==> src/rtl/opfetch_dualrf.sv <==
module opfetch_dualrf #(
  parameter int DATA_W = 32,
  parameter int NREGS  = 32,
  parameter int IMM_W  = 16,
  localparam int AW    = $clog2(NREGS)
) (
  input  logic              clk,
  input  logic              rst_n,
  input  logic [AW-1:0]     rd_addr_a,
  input  logic [AW-1:0]     rd_addr_b,
  input  logic              wr_en,
  input  logic [AW-1:0]     wr_addr,
  input  logic [DATA_W-1:0] wr_data,
  input  logic              fwd_sel,
  input  logic              imm_sel,
  input  logic [IMM_W-1:0]  imm,
  output logic [DATA_W-1:0] opnd_a,
  output logic [DATA_W-1:0] opnd_b
);

  logic [DATA_W-1:0] bank_a [NREGS];
  logic [DATA_W-1:0] bank_b [NREGS];
  logic [DATA_W-1:0] imm_ext, sel_a, sel_b;

  always_ff @(posedge clk) begin
    if (wr_en) begin
      bank_a[wr_addr] <= wr_data;
      bank_b[wr_addr] <= wr_data;
    end
  end

  assign imm_ext = {{(DATA_W-IMM_W){imm[IMM_W-1]}}, imm};
  assign sel_a   = fwd_sel ? wr_data : bank_a[rd_addr_a];
  assign sel_b   = imm_sel ? imm_ext : bank_b[rd_addr_b];

  always_ff @(posedge clk) begin
    if (!rst_n) begin
      opnd_a <= '0;
      opnd_b <= '0;
    end else begin
      opnd_a <= sel_a;
      opnd_b <= sel_b;
    end
  end


  rst_clear_chk: assert property (@(posedge clk)
    !rst_n |=> (opnd_a == '0 && opnd_b == '0));


  fwd_path_chk: assert property (@(posedge clk) disable iff (!rst_n)
    fwd_sel |=> opnd_a == $past(wr_data));


  imm_sext_chk: assert property (@(posedge clk) disable iff (!rst_n)
    imm_sel |=> (opnd_b[IMM_W-1:0] == $past(imm) &&
                 opnd_b[DATA_W-1:IMM_W] == {(DATA_W-IMM_W){$past(imm[IMM_W-1])}}));


  copies_match_chk: assert property (@(posedge clk) disable iff (!rst_n)
    (!fwd_sel && !imm_sel && rd_addr_a == rd_addr_b) |=> opnd_a == opnd_b);

endmodule

==> config.mk <==
export PLATFORM = sky130hd
export DESIGN_NAME = opfetch_dualrf
export DESIGN_NICKNAME = d
export VERILOG_FILES = /design/src/rtl/opfetch_dualrf.sv
export SDC_FILE = /design/constraint.sdc
export NUM_CORES = 1
export LEC_CHECK = 0
export ABC_CLOCK_PERIOD_IN_PS = 4300
export BUFFER_PORTS_ARGS = -buffer_cell sky130_fd_sc_hd__buf_4
export CAP_MARGIN = 20
export CORE_MARGIN = 10
export CORE_UTILIZATION = 60
export DETAILED_ROUTE_END_ITERATION = 6
export PLACE_DENSITY = 0.77
export SYNTH_ARGS = -nofsm -noshare
export SYNTH_HDL_FRONTEND = slang
export SYNTH_SLANG_ARGS = --single-unit
==> constraint.sdc <==
create_clock -name clk -period 4.3 [get_ports clk]
set_input_delay 0 -clock clk [delete_from_list [all_inputs] [get_ports clk]]
set_output_delay 0 -clock clk [all_outputs]
set_load 0.02 [all_outputs]
==> impl_summary.txt <==
----------------------------------------------------
[Outcome]
  Result of the run ... complete, no violations

[STA]
  Summed negative setup slack over all endpoints ... 0 ns
  Post-route clock period utilization ... around three fifths
  Number of endpoints with negative hold slack in the final report ... 0
  Worst-case clock skew ... roughly 0.023 ns
  Worst Max-Slew Pin Slew ... ~1.2 ns
  Tightest slew margin relative to the limit ... between 10% and 20%
  Fin. max-slew vios ... 0
  RSZ-0062 raised after global routing ... false
  Peak Freq ... around 380 MHz
  Setup Viol. Count Final ... 0
  Min cycle time layout ... around 2.7 ns

[Pwr]
  Portion of total power attributed to the clock network ... 40.5%
  Worst vdd ir ... between 0.4 and 0.5 mV
  Total power ... ~24 mW
  Switching power share of the total ... between 20% and 30%
  Power Dens Cells ... approximately 410 nW/um2
  Leakage power figure ... 18.9 nW
  Cell-internal power ... 18.1 mW
  Reg power frac ... roughly half
  Net switching power figure ... between 5 and 6 mW
  Combinational group share of total power ... under 10%

[Floorplan]
  Effective utilization at floorplan ... 60.3%
  Vertical extent of the die ... 310 um
  Die Outline Area ... 95800 um2
  Number of top-level design ports ... approximately 130
  Die width ... just over 300 um
  Number of rows created at floorplan ... roughly 110
  Area inside the core boundary ... roughly 83000 um2

[Global route]
  Total gr overflow ... 0
  Antenna violations before repair ... 1
  Maximum number of pins on one net before global-route repair ... 104
  Global Route Usage Sum ... between 30 and 40%
  First-pass GRT wire length ... approximately 210000 um
  Via count of the first global-routing pass ... between 30k and 40k

[Worst hold path]
  Hold Startpoint ... imm_sel
  Class of the most critical hold timing path ... in2reg

[Clock network]
  Clock tree from TritonCTS ... built
  Number of CTS-inserted buffers ... 109
  CTS max path bufs ... 3
  Count of H-tree levels built during CTS ... 3
  Post-cts resize count ... 0
  Number of sinks driven by the clock tree ... around 1.1k
  CTS root buf ... sky130_fd_sc_hd__clkbuf_16
  Worst-Skew Late Latency ... approximately 0.69 ns
  Setup fix buffers added after clock tree synthesis ... 0
  Post-CTS Hold Fix Bufs ... between 50 and 60
  Worst-path clk slew ... about 0.06 ns

[Placement]
  Placer congestion estimate ... 0.840
  Half-perimeter wire length after detailed placement ... 83800 um
  I/O Buffers ... 131

[Detailed routing]
  Number of DRC violations after detailed-routing iteration 0 ... about 4.3k
  Via count ... a little over 30k
  Remaining number of nets flagged by the antenna check after routing ... 0
  Detailed-route vias per instance ... between 7 and 8
  Detail-routed net length per standard cell ... 36.3 um
  Post-detailed-routing wire length ... ~150000 um
  Pre-Repair DR Iteration Count ... 6
  DRC errors left ... 0

[Critical path]
  Kind of capture point of the worst setup path ... flip-flop
  Nature of the critical path startpoint ... primary input
  Delay of the slowest cell on the worst path ... 1.17 ns
  Critical path fanouts, max ... 103
  Slowest stage cell on the critical path ... sky130_fd_sc_hd__nor2_1
  Kind of critical path ... in2reg
  Crit path from ... rd_addr_a[2]
  Required @ worst endpoint ... about 5 ns
  Ordered list of cells on the worst path ... clkbuf_8 -> nor2_1 -> buf_4 -> a22oi_1 -> a32oi_1 -> a221oi_1 -> dlygate4sd3_1
  Data arrival, critical path ... around 3.2 ns
  Startpoint of the lowest-slack register-to-register path ... bank_b[11][5]$_DFFE_PP_

[Cells and area]
  Antenna diodes ... 0
  Number of filler cells placed in the layout ... about 5.2k
  Area added between synthesis and finish ... 12.6%
  Nets ... between 2k and 3k
  Fraction of final layout cells with drive strength greater than 1 ... 31.7%

[Synth]
  Net count after synthesis ... between 2k and 3k
  Mean cell area of the mapped netlist ... around 18 um2
  Syn Std Cell Area ... between 50000 and 60000 um2
  Dominant register cell in the synthesized netlist ... sky130_fd_sc_hd__edfxtp_1
  #FFs+latches synth ... between 1k and 1.5k
  Number of synthesized flops with an enable pin ... 1024
  Share of synthesized area occupied by flip-flops and latches ... 63.7%
  FFs w/ async S/R, synth ... 0%
  Number of warnings reported in the yosys synthesis log ... 0
  Cell count after synthesis ... about 2.7k
  Netlist cell types ... 44

[Flow run]
  Max-capacitance violation count ... 0

----------------------------------------------------
-- cells in the mapped netlist (32+ instances only) --
master	instances	share of area, %
sky130_fd_sc_hd__a221oi_1	59	1.0
sky130_fd_sc_hd__buf_2	76	0.76
sky130_fd_sc_hd__nor2_1	52	0.39
sky130_fd_sc_hd__inv_1	33	0.25
sky130_fd_sc_hd__edfxtp_1	1024	61
sky130_fd_sc_hd__dfxtp_1	64	2.5
sky130_fd_sc_hd__clkbuf_1	82	0.61
sky130_fd_sc_hd__mux4_2	401	18
sky130_fd_sc_hd__a32oi_1	32	0.56
sky130_fd_sc_hd__a22oi_1	46	0.69
sky130_fd_sc_hd__nand2_1	100	0.75
sky130_fd_sc_hd__nand3_1	34	0.34
sky130_fd_sc_hd__mux2_2	108	2.4
sky130_fd_sc_hd__a211oi_1	50	0.75
sky130_fd_sc_hd__mux2i_1	259	5.2
sky130_fd_sc_hd__a21o_1	32	0.48
sky130_fd_sc_hd__nor2b_1	53	0.66
-- power groups by stage --
| stage | logic [mW] | registers (mW) | clock network [mW] |
|---|---|---|---|
| 5_1_grt | 2.21 | 11.9 | 9.96 |
| 2_1_floorplan | 1.22 | 12.1 | 0 |
| 3_3_place_gp | 2.00 | 12.1 | 0 |
| 3_5_place_dp | 2.04 | 12.1 | 0 |
| 4_1_cts | 2.10 | 11.9 | 9.53 |
| 6_report | 2.11 | 11.9 | 9.53 |
-- kinds of logic after synthesis --
group / synth area share, %
muxes: 25.5
and+or+nand+nor: 2.82
buffers and inverters: 2.62
DFF: 63.7
AOI/OAI and AO/OA: 5.38
-- final timing paths --
path | to | slack, ns | depth (start not counted)
worst max register to register | opnd_a[5]$_SDFF_PN0_ | 2.19 | 5
worst min-delay path | opnd_b[18]$_SDFF_PN0_ | 0.03 | 5
worst max-delay path | opnd_a[5]$_SDFF_PN0_ | 1.65 | 7
worst min register to register | opnd_b[2]$_SDFF_PN0_ | 0.77 | 3
-- worst max-delay path, delay by kind of cell --
| family | cells | cell delay, ns |
|---|---|---|
| compound gates | 3 | 0.48 |
| buf+inv | 3 | 1.32 |
| simple gates | 1 | 1.17 |
-- area by class of cell --
type / instances / area, um2 / share of cell area, %
Clock inverter: 47 / 468 / 0.826
Inverter: 33 / 124 / 0.219
Timing Repair Buffer: 267 / 2340 / 4.13
Sequential cell: 1088 / 32000 / 56.5
Clock buffer: 157 / 3080 / 5.43
Tap cell: 1080 / 1350 / 2.38
Multi-Input combinational cell: 1402 / 17300 / 30.5
-- per-stage QoR --
step | instance area (um2) | hold slack (ns) | setup slack [ns] | std cells | utilization (%)
after floorplan | 50300 | 0.0989 | 1.87 | 2737 | -
after global placement | 52600 | 0.410 | 1.53 | 3814 | 63.0
after detailed placement | 52600 | 0.419 | 1.59 | 3815 | 63.0
after CTS | 56700 | 0.0102 | 1.91 | 4074 | 67.9
after global routing | 56700 | 0.0402 | 1.72 | 4074 | 67.9
final | 56700 | 0.0281 | 1.65 | 4074 | 67.9
-- metal layers --
metal	vias to the layer above	global-route usage [%]	routed length, um
li1	11873	-	-
met1	15514	40.0	51000
met2	2293	50.4	71800
met3	470	5.93	16800
met4	2	15.0	8170
met5	-	0	9
-- state kept, by name, summed over array words and instances (netlist names) --
name,flops
bank_b,992
opnd_a,32
bank_a,32
opnd_b,32
-- placed cells by master, fill, tap and decap left out, types with 20 or more instances in the layout --
| cell | count |
|---|---|
| sky130_fd_sc_hd__a211oi_1 | 50 |
| sky130_fd_sc_hd__a21o_1 | 32 |
| sky130_fd_sc_hd__o21ai_0 | 30 |
| sky130_fd_sc_hd__inv_1 | 33 |
| sky130_fd_sc_hd__dfxtp_1 | 64 |
| sky130_fd_sc_hd__dlygate4sd3_1 | 55 |
| sky130_fd_sc_hd__a22oi_1 | 46 |
| sky130_fd_sc_hd__nor2b_1 | 50 |
| sky130_fd_sc_hd__clkbuf_1 | 33 |
| sky130_fd_sc_hd__nand3_1 | 34 |
| sky130_fd_sc_hd__mux2_2 | 108 |
| sky130_fd_sc_hd__mux4_2 | 401 |
| sky130_fd_sc_hd__a221oi_2 | 20 |
| sky130_fd_sc_hd__a221oi_1 | 59 |
| sky130_fd_sc_hd__a32oi_1 | 32 |
| sky130_fd_sc_hd__mux2i_1 | 259 |
| sky130_fd_sc_hd__clkbuf_16 | 111 |
| sky130_fd_sc_hd__buf_4 | 194 |
| sky130_fd_sc_hd__nor2_4 | 34 |
| sky130_fd_sc_hd__edfxtp_1 | 1024 |
| sky130_fd_sc_hd__nand2_1 | 98 |
(Power assumes the default switching activity.)
